File: src/rtl/tpg_pkg.sv
// Shared constants for the lane test pattern generator.
// Assumes four lanes ordered Qd, Id, Q, I; the lane index sets each lane's word.
package tpg_pkg;
    localparam int LANES     = 4;
    localparam int DW        = 8;
    localparam int FRAME     = 5;
    localparam int TRUE_LEN  = 2;
    localparam int PHW       = $clog2(FRAME);

    typedef enum int {
        LANE_QD = 0,
        LANE_ID = 1,
        LANE_Q  = 2,
        LANE_I  = 3
    } lane_e;
endpackage

File: src/rtl/tpg_frame_ctr.sv
// Free-running frame position counter with a boundary-gated run flag.
// Assumes restart and pat_en are synchronous to clk. Restart zeroes the
// position and clears the run flag. The enable is sampled only at position 0.
module tpg_frame_ctr #(
    parameter int FRAME = tpg_pkg::FRAME,
    parameter int PHW   = $clog2(FRAME)
) (
    input  logic           clk,
    input  logic           rst_n,
    input  logic           restart,
    input  logic           pat_en,
    output logic [PHW-1:0] phase,
    output logic           run_now
);
    localparam logic [PHW-1:0] LAST = PHW'(FRAME - 1);

    logic running;

    // Run decision for the current cycle: new value only at frame start.
    always_comb begin
        run_now = (phase == '0) ? pat_en : running;
    end

    // Advance the frame position and latch the run decision.
    always_ff @(posedge clk) begin
        if (!rst_n || restart) begin
            phase   <= '0;
            running <= 1'b0;
        end else begin
            running <= run_now;
            phase   <= (phase == LAST) ? '0 : phase + 1'b1;
        end
    end

    a_r5_wrap: assert property (@(posedge clk) disable iff (!rst_n)
        (!restart && phase == LAST) |=> (phase == '0));

    a_r5_step: assert property (@(posedge clk) disable iff (!rst_n)
        (!restart && phase != LAST) |=> (phase == $past(phase) + 1'b1));

    a_r5_range: assert property (@(posedge clk) disable iff (!rst_n)
        (phase <= LAST));

    a_r6_hold: assert property (@(posedge clk) disable iff (!rst_n)
        restart |=> (phase == '0 && !running));

    a_r8_boundary: assert property (@(posedge clk) disable iff (!rst_n)
        (!restart && phase != '0) |=> (running == $past(running)));
endmodule

File: src/rtl/tpg_word_gen.sv
// Per-lane pattern word source. Each lane sends its own constant word in the
// first TRUE_LEN positions of a frame and the inverse of that word after them.
// The range bit alternates from 0. In non-demux mode the two delayed lanes are zero.
// Assumes FRAME is odd, so the alternation restarts at 0 every frame.
module tpg_word_gen #(
    parameter int LANES    = tpg_pkg::LANES,
    parameter int DW       = tpg_pkg::DW,
    parameter int FRAME    = tpg_pkg::FRAME,
    parameter int TRUE_LEN = tpg_pkg::TRUE_LEN,
    parameter int PHW      = $clog2(FRAME)
) (
    input  logic [PHW-1:0]            phase,
    input  logic                      demux_sel,
    output logic [LANES-1:0][DW-1:0]  pat_lane,
    output logic                      pat_rng
);
    localparam int HALF = LANES / 2;

    logic in_true;

    // Which half of the frame is being sent.
    always_comb begin
        in_true = (phase < PHW'(TRUE_LEN));
    end

    for (genvar g = 0; g < LANES; g++) begin : g_lane
        localparam logic [DW-1:0] TRUE_W = {DW{1'b1}} - DW'(g + 1);
        if (g < HALF) begin : g_delayed
            // Delayed lanes: silent when not demultiplexing.
            always_comb begin
                if (!demux_sel)
                    pat_lane[g] = '0;
                else
                    pat_lane[g] = in_true ? TRUE_W : ~TRUE_W;
            end
        end else begin : g_direct
            // Direct lanes: always carry the sequence.
            always_comb begin
                pat_lane[g] = in_true ? TRUE_W : ~TRUE_W;
            end
        end
    end

    // Range flag alternation across the frame.
    always_comb begin
        pat_rng = phase[0];
    end
endmodule

File: src/rtl/tpg_out_sel.sv
// Output register stage: chooses blank, pattern or live data each cycle.
// Assumes run_now already includes frame-boundary gating. Restart and reset
// force zeros, which models the stopped data clock.
module tpg_out_sel #(
    parameter int LANES = tpg_pkg::LANES,
    parameter int DW    = tpg_pkg::DW
) (
    input  logic                      clk,
    input  logic                      rst_n,
    input  logic                      restart,
    input  logic                      run_now,
    input  logic                      demux_sel,
    input  logic [LANES-1:0][DW-1:0]  pat_lane,
    input  logic                      pat_rng,
    input  logic [LANES-1:0][DW-1:0]  live_lane,
    input  logic                      live_rng,
    output logic [LANES-1:0][DW-1:0]  lane_q,
    output logic                      rng_q
);
    localparam int HALF = LANES / 2;

    // Register the selected source onto the output lanes.
    always_ff @(posedge clk) begin
        if (!rst_n || restart) begin
            lane_q <= '0;
            rng_q  <= 1'b0;
        end else if (run_now) begin
            lane_q <= pat_lane;
            rng_q  <= pat_rng;
        end else begin
            lane_q <= live_lane;
            rng_q  <= live_rng;
        end
    end

    a_r6_blank: assert property (@(posedge clk) disable iff (!rst_n)
        restart |=> (lane_q == '0 && !rng_q));

    a_r2_pass: assert property (@(posedge clk) disable iff (!rst_n)
        (!restart && !run_now) |=> (lane_q == $past(live_lane) && rng_q == $past(live_rng)));

    a_r9_quiet: assert property (@(posedge clk) disable iff (!rst_n)
        (!restart && run_now && !demux_sel) |=> (lane_q[HALF-1:0] == '0));
endmodule

File: src/rtl/lane_test_pattern.sv
// Top of the lane test pattern generator. It ties together the frame counter,
// the pattern word source and the output register. Lane order inside the
// packed vectors is Qd, Id, Q, I (index 0 to 3).
// Assumes all control inputs are synchronous to clk.
module lane_test_pattern #(
    parameter int DW       = tpg_pkg::DW,
    parameter int FRAME    = tpg_pkg::FRAME,
    parameter int TRUE_LEN = tpg_pkg::TRUE_LEN
) (
    input  logic          clk,
    input  logic          rst_n,
    input  logic          pat_en,
    input  logic          restart,
    input  logic          demux_sel,
    input  logic [DW-1:0] live_qd,
    input  logic [DW-1:0] live_id,
    input  logic [DW-1:0] live_q,
    input  logic [DW-1:0] live_i,
    input  logic          live_rng,
    output logic [DW-1:0] out_qd,
    output logic [DW-1:0] out_id,
    output logic [DW-1:0] out_q,
    output logic [DW-1:0] out_i,
    output logic          out_rng
);
    import tpg_pkg::*;

    localparam int PH_W = $clog2(FRAME);

    logic [PH_W-1:0]            phase;
    logic                       run_now;
    logic [LANES-1:0][DW-1:0]   pat_lane;
    logic                       pat_rng;
    logic [LANES-1:0][DW-1:0]   live_lane;
    logic [LANES-1:0][DW-1:0]   lane_q;
    logic                       rng_q;

    // Pack the live lanes in index order.
    always_comb begin
        live_lane[LANE_QD] = live_qd;
        live_lane[LANE_ID] = live_id;
        live_lane[LANE_Q]  = live_q;
        live_lane[LANE_I]  = live_i;
    end

    tpg_frame_ctr #(.FRAME(FRAME), .PHW(PH_W)) u_ctr (
        .clk     (clk),
        .rst_n   (rst_n),
        .restart (restart),
        .pat_en  (pat_en),
        .phase   (phase),
        .run_now (run_now)
    );

    tpg_word_gen #(.LANES(LANES), .DW(DW), .FRAME(FRAME), .TRUE_LEN(TRUE_LEN), .PHW(PH_W)) u_gen (
        .phase     (phase),
        .demux_sel (demux_sel),
        .pat_lane  (pat_lane),
        .pat_rng   (pat_rng)
    );

    tpg_out_sel #(.LANES(LANES), .DW(DW)) u_sel (
        .clk       (clk),
        .rst_n     (rst_n),
        .restart   (restart),
        .run_now   (run_now),
        .demux_sel (demux_sel),
        .pat_lane  (pat_lane),
        .pat_rng   (pat_rng),
        .live_lane (live_lane),
        .live_rng  (live_rng),
        .lane_q    (lane_q),
        .rng_q     (rng_q)
    );

    // Unpack the registered lanes onto the ports.
    always_comb begin
        out_qd  = lane_q[LANE_QD];
        out_id  = lane_q[LANE_ID];
        out_q   = lane_q[LANE_Q];
        out_i   = lane_q[LANE_I];
        out_rng = rng_q;
    end

    a_r3_true_words: assert property (@(posedge clk) disable iff (!rst_n)
        (!restart && run_now && demux_sel && phase == '0)
        |=> (out_qd == ~DW'(1) && out_id == ~DW'(2) && out_q == ~DW'(3) && out_i == ~DW'(4)));

    a_r3_inverse_words: assert property (@(posedge clk) disable iff (!rst_n)
        (!restart && run_now && demux_sel && phase == PH_W'(TRUE_LEN))
        |=> (out_qd == DW'(1) && out_id == DW'(2) && out_q == DW'(3) && out_i == DW'(4)));

    a_r4_rng_high: assert property (@(posedge clk) disable iff (!rst_n)
        (!restart && run_now && phase == PH_W'(1)) |=> out_rng);

    a_r4_rng_low: assert property (@(posedge clk) disable iff (!rst_n)
        (!restart && run_now && phase == '0) |=> !out_rng);
endmodule

File: config.mk
export PLATFORM = sky130hd
export DESIGN_NAME = lane_test_pattern
export DESIGN_NICKNAME = d
export VERILOG_FILES = /design/src/rtl/tpg_pkg.sv /design/src/rtl/tpg_frame_ctr.sv /design/src/rtl/tpg_word_gen.sv /design/src/rtl/tpg_out_sel.sv /design/src/rtl/lane_test_pattern.sv
export SDC_FILE = /design/constraint.sdc
export NUM_CORES = 1
export LEC_CHECK = 0
export ABC_AREA = 1
export BUFFER_PORTS_ARGS = -buffer_cell sky130_fd_sc_hd__buf_2
export CORE_UTILIZATION = 39
export DETAILED_ROUTE_END_ITERATION = 10
export PLACE_DENSITY_LB_ADDON = 0.05
export SYNTH_ARGS = -nofsm -noshare
export SYNTH_HDL_FRONTEND = slang
export SYNTH_HIERARCHICAL = 1
export SYNTH_SLANG_ARGS = --single-unit
File: constraint.sdc
create_clock -name clk -period 1.45 [get_ports clk]
set_input_delay 0.29 -clock clk [delete_from_list [all_inputs] [get_ports clk]]
set_output_delay 0.29 -clock clk [all_outputs]
set_load 0.05 [all_outputs]
; ---- After elaboration in Yosys (flattened, before gate mapping)
; Cells that the tools add are included.
[word_totals]
ff_bits = 37
inputBits = 38
[classes]
addsub = 1
order_cmp = 1
eq_ne = 1
n_mux = 9
reduce_logical = 4
[ops]
columns = operator, n
row1 = $mux W8, 6
row2 = $mux W32, 1
row3 = $add A3 B1 Y3 const B, 1
row4 = $eq A3 B3 Y1 const B, 1
row5 = $logic_not A3 Y1, 1
row6 = $lt A3 B2 Y1 const B, 1
row7 = $mux W1, 2
row8 = $reduce_or A2 Y1, 1
row9 = $logic_not A1 Y1, 1
row10 = $logic_or A1 B1 Y1, 1

; ---- Depth between registers and ports, before layout
[depth]
word_depth = 4
ltp_mapped = 11
ltp_nobuf = 9

; ---- Hierarchy
; The synthesis kept the hierarchy.
[modules_own_cells]
columns = mod, n_inst, cells_per_inst, area_each_um2, seq_area_each_um2
row1 = tpg_out_sel, 1, 145, 1273.7, 660.6
row2 = tpg_word_gen, 1, 36, 254.0, 0.0
row3 = tpg_frame_ctr, 1, 27, 200.2, 80.1

; ---- Worst setup path after synthesis
; OpenSTA, ideal clock, no wires.
[synth_timing]
path_kind = register to register
from = register u_ctr.phase[0]
to = register u_sel/lane_q[1] (netlist bit)
setup_time_ns = 0.066
t_arrival_ns = 1.282
required_time_ns = 1.384
path_slack_ns = 0.102
stages_incl_launch_ff = 12
path_cell_list = dfxtp_1 > inv_1 > ha_1 > nand2_1 > nand2_1 > nand2_2 > inv_1 > buf_6 > inv_6 > buf_8 > nand2_2 > a21oi_2
[synth_via]
elab_cells_between_ends = 6
cone_classes = 1 x order compare / 4 x mux / 1 x reduce/logical
[synth_rtl]
columns = item, line
row1 = from (decl), tpg_frame_ctr.sv:12  ; output logic [PHW-1:0] phase,
row2 = from (signal assigned), tpg_frame_ctr.sv:31  ; phase <= (phase == LAST) ? '0 : phase + 1'b1;
row3 = $logic_not A3 Y1, tpg_frame_ctr.sv:21  ; run_now = (phase == '0) ? pat_en : running;
row4 = $mux W1, tpg_frame_ctr.sv:21
row5 = via run_now, lane_test_pattern.sv:31  ; logic run_now;
row6 = $mux W32, tpg_out_sel.sv:27  ; end else if (run_now) begin
row7 = to (signal assigned), tpg_out_sel.sv:28  ; lane_q <= pat_lane;
row8 = to (signal assigned), tpg_out_sel.sv:31  ; lane_q <= live_lane;
row9 = to (decl), tpg_out_sel.sv:17  ; output logic [LANES-1:0][DW-1:0] lane_q,
; The timed path passes the listed nets, and every way through them passes these cells.
; A chain may end at the register's enable or synchronous reset.

; ---- Final worst setup path
[layout_timing]
from = register u_ctr.phase[1]
to = register u_sel/lane_q[0] (netlist bit)
; The elaborated chain is that of the path after synthesis.

==> Implementation_results.wiki <==
{| class="wikitable"
! Metric !! Value
|-
| Headroom to the max-slew limit || 0.829
|-
| Most prevalent standard cell on the critical path || sky130_fd_sc_hd__nand2_2
|-
| Crit. End Element || register
|-
| Peak VDD IR || 0.647 mV
|-
| GRT Residual Overflow || 0
|-
| Count of nets after finishing || 301
|-
| Number of maximum-capacitance constraint violations || 0
|-
| Final Worst Setup Slack || 49.8 ps
|-
| Routability congestion estimate from global placement || 0.720
|-
| Cell with the largest stage delay on the worst path || sky130_fd_sc_hd__dfxtp_2
|-
| Status || completed
|-
| Met2 Routed Length || 1700 µm
|-
| P&R area growth vs syn || 29.9%
|-
| Final-report hold violation count || 0
|-
| Critical path, cell by cell || inv_2 > ha_4 > nand2_2 > nand2_2 > nand2_2 > clkinvlp_4 > buf_8 > clkbuf_16 > nand2_2 > a21oi_2
|-
| Largest net degree at the start of global routing || 18
|-
| Number of global-route vias before repair || 1225
|-
| Yosys top cell area share || 0.429
|-
| Synth top cells by count || 61 x sky130_fd_sc_hd__nand2_1, 37 x sky130_fd_sc_hd__dfxtp_1, 33 x sky130_fd_sc_hd__buf_4
|-
| Worst setup skew after layout || 5.11 ps
|-
| Highest metal layer with signal wires || met4
|-
| Proportion of layout cells with a drive suffix above 1 || 0.595
|-
| Number of distinct standard cells referenced by the synthesized netlist || 17
|-
| Kind of cell with the highest combined delay on the critical path || buffers and inverters
|-
| Core region area || 4120 µm²
|-
| Largest cells by area after synthesis || sky130_fd_sc_hd__dfxtp_1 43%, sky130_fd_sc_hd__buf_4 14%, sky130_fd_sc_hd__nand2_1 13%
|-
| RSZ-0062 raised after global routing || yes
|-
| Flip-flop and latch area || 744 µm²
|-
| Flip-flop cell with the highest count after synthesis || sky130_fd_sc_hd__dfxtp_1
|-
| Initial core utilization || 0.420
|-
| Syn nets || 248
|-
| # rows || 23
|-
| Remaining DRCs || 0
|-
| Count of final max-slew check failures || 0
|-
| Longest Clk Path Bufs || 2
|-
| Setup Viol. Count Final || 0
|-
| Routed met1 length || 1510 µm
|-
| Number of detailed-route iterations in the first pass || 4
|-
| Mean post-synth cell area || 8.31 µm²
|-
| Largest stage delay, worst path || 330 ps
|-
| Post-synthesis async set-or-reset flop share || 0
|-
| Crit Path Category || register to register
|-
| Cells after Synth || 208
|-
| Final standard cell area without fillers || 2240 µm²
|-
| Most common cell in the synthesized netlist || sky130_fd_sc_hd__nand2_1
|-
| Die Y-Extent || 68.6 µm
|-
| Required time at the endpoint of the critical path || 1620 ps
|-
| Global-route wire length before repair || 5420 µm
|-
| Port Buf Inserts || 70
|-
| FF+latch count, synth || 37
|-
| Initial antenna violation count || 0
|-
| Wire per inst || 11.3 µm
|-
| Crit-path max FO || 8
|-
| Dominant cell type by area after synthesis || sky130_fd_sc_hd__dfxtp_1
|-
| Total Wirelength || 3520 µm
|-
| Data arrival time of the critical path || 1570 ps
|-
| Post-place instance area || 1900 µm²
|-
| Worst hold slack || 241 ps
|-
| Footprint of the multi-input gates || 698 µm²
|-
| Die width || 68.6 µm
|-
| Clock root buffer || sky130_fd_sc_hd__clkbuf_8
|-
| Post-Syn Area || 1730 µm²
|-
| Leakage power of the design || 1.11 nW
|-
| Highest clock rate || 0.714 GHz
|-
| Worst slack at placement || -3.86 ps
|-
| Final min period || 1400 ps
|-
| Met3 routed wirelength || 243 µm
|-
| TritonCTS sink count || 37
|-
| Final worst-path cycle share || 0.966
|-
| Clock transition at the registers of the reported paths || 70 ps
|-
| Sequential area share after synthesis || 0.429
|-
| Htree depth || 2
|-
| Number of synthesized flops with an enable pin || 0
|-
| GRT Util Overall || 0.163
|-
| Buffers & Inverters on Critical Path || 4
|-
| Clock insertion delay at the later pin of the skew report || 290 ps
|-
| Final core area utilization || 0.545
|-
| Clock tree from TritonCTS || done
|-
| Count of routing violations after the opening detailed-route iteration || 29
|-
| Hold Path Class || input port to register
|-
| CTS Buf Count || 5
|-
| Synth warn || 6
|-
| Number of antenna cells inserted || 0
|-
| I/O pin count || 71
|-
| Ratio of total power to cell area || 1210 nW/µm²
|-
| Layout filler cell count || 435
|-
| Die area || 4700 µm²
|-
| Dpl hpwl || 2330 µm
|-
| Transition time at the pin with the least slew margin || 258 ps
|-
| Type of element launching the critical path || register
|-
| Number of antenna-violating nets in the routed design || 0
|-
| Via density per instance || 4.41
|-
| Power Total || 0.00271 W
|-
| Total number of vias || 1376
|}
[flip-flops by register name, indices dropped and copies added, names as in the netlist]
name and count:
u_sel/lane_q 32, u_ctr/phase 3, u_ctr/running 1, u_sel/rng_q 1
[power breakdown]
| part | internal (W) | switching, W | total (W) |
|---|---|---|---|
| logic | 0.000245 | 0.000455 | 0.000700 |
| registers | 0.00107 | 0.0000137 | 0.00109 |
| clock network | 0.000561 | 0.000359 | 0.000919 |
[what timing repair did]
| action | 4_1_cts | 5_1_grt |
|---|---|---|
| pin swaps | 0 | 6 |
| setup endpoints to repair | 13 | 33 |
| hold buffers | 0 | 0 |
| resized for setup | 7 | 40 |
| setup buffers | 2 | 0 |
| gates cloned | 1 | 2 |
[worst register-to-register path: cells and delay by family, from the launching register on]
kind	cells	cell delay [ps]
compound gates	1	50
flops	1	330
buf+inv	4	480
simple gates	4	250
fa+ha+maj	1	160
[kinds of logic (layout without fill, tap and decap cells)]
kind of cell             count (synthesis)  in the layout  share of synthesized area
buffers and inverters                   53            107                      0.214
flip-flops                              37             37                      0.429
AO/OA/AOI/OAI                           33             33                      0.133
XOR/XNOR                                 1              1                    0.00507
adder cells (fa/ha/maj)                  2              2                     0.0145
AND/OR/NAND/NOR                         82             82                      0.205
[routing by layer]
metal | vias up | GRT usage
met5 | - | 0
li1 | 717 | -
met1 | 607 | 0.199
met3 | 5 | 0.0428
met2 | 47 | 0.257
met4 | 0 | 0.0911
[final cells by class]
class,count,share of cell area
sequential,37,0.332
multi-input combinational,118,0.311
timing repair buffer,84,0.240
clock buffer,7,0.0385
inverter,14,0.0307
tap,50,0.0279
clock inverter,1,0.0134
timing repair inverter,1,0.00725
[layout by cell type (no fill, tap or decap)]
cell type | synthesis | layout
sky130_fd_sc_hd__dfxtp_1 | 37 | 34
sky130_fd_sc_hd__dfxtp_2 | 0 | 3
sky130_fd_sc_hd__inv_2 | 3 | 5
sky130_fd_sc_hd__buf_8 | 1 | 2
sky130_fd_sc_hd__clkbuf_8 | 0 | 6
sky130_fd_sc_hd__nand3_1 | 1 | 1
sky130_fd_sc_hd__a21oi_1 | 16 | 13
sky130_fd_sc_hd__xnor2_1 | 1 | 1
sky130_fd_sc_hd__buf_12 | 0 | 2
sky130_fd_sc_hd__buf_4 | 33 | 6
sky130_fd_sc_hd__nand2_4 | 0 | 4
sky130_fd_sc_hd__clkbuf_16 | 0 | 2
sky130_fd_sc_hd__buf_2 | 1 | 70
sky130_fd_sc_hd__bufinv_16 | 0 | 1
sky130_fd_sc_hd__a21oi_2 | 17 | 20
sky130_fd_sc_hd__nor2_2 | 6 | 6
sky130_fd_sc_hd__inv_1 | 10 | 7
sky130_fd_sc_hd__clkinvlp_4 | 0 | 1
sky130_fd_sc_hd__nand2_1 | 61 | 46
sky130_fd_sc_hd__ha_1 | 2 | 1
sky130_fd_sc_hd__buf_6 | 4 | 2
sky130_fd_sc_hd__clkinv_8 | 0 | 2
sky130_fd_sc_hd__nor2_1 | 2 | 2
sky130_fd_sc_hd__nand2_2 | 12 | 23
sky130_fd_sc_hd__clkbuf_1 | 0 | 1
sky130_fd_sc_hd__ha_4 | 0 | 1
[through the flow]
stage | TNS, ps | instances
5_1_grt | -156 | 312
3_3_place_gp | 0 | 299
4_1_cts | 0 | 310
6_report | 0 | 312
2_1_floorplan | 0 | 208
3_5_place_dp | -3.86 | 299
[final timing paths]
kind | start | endpoint | slack [ps] | cells after the start
worst max-delay path | u_ctr/phase[1] | u_sel/lane_q[0] | 50 | 10
worst min-delay path | live_id[6] | u_sel/lane_q[14] | 240 | 3
worst min register to register | u_ctr/phase[0] | u_ctr/phase[0] | 510 | 2
worst max register to register | u_ctr/phase[1] | u_sel/lane_q[0] | 50 | 10
Power figures use the tool's default switching activity.
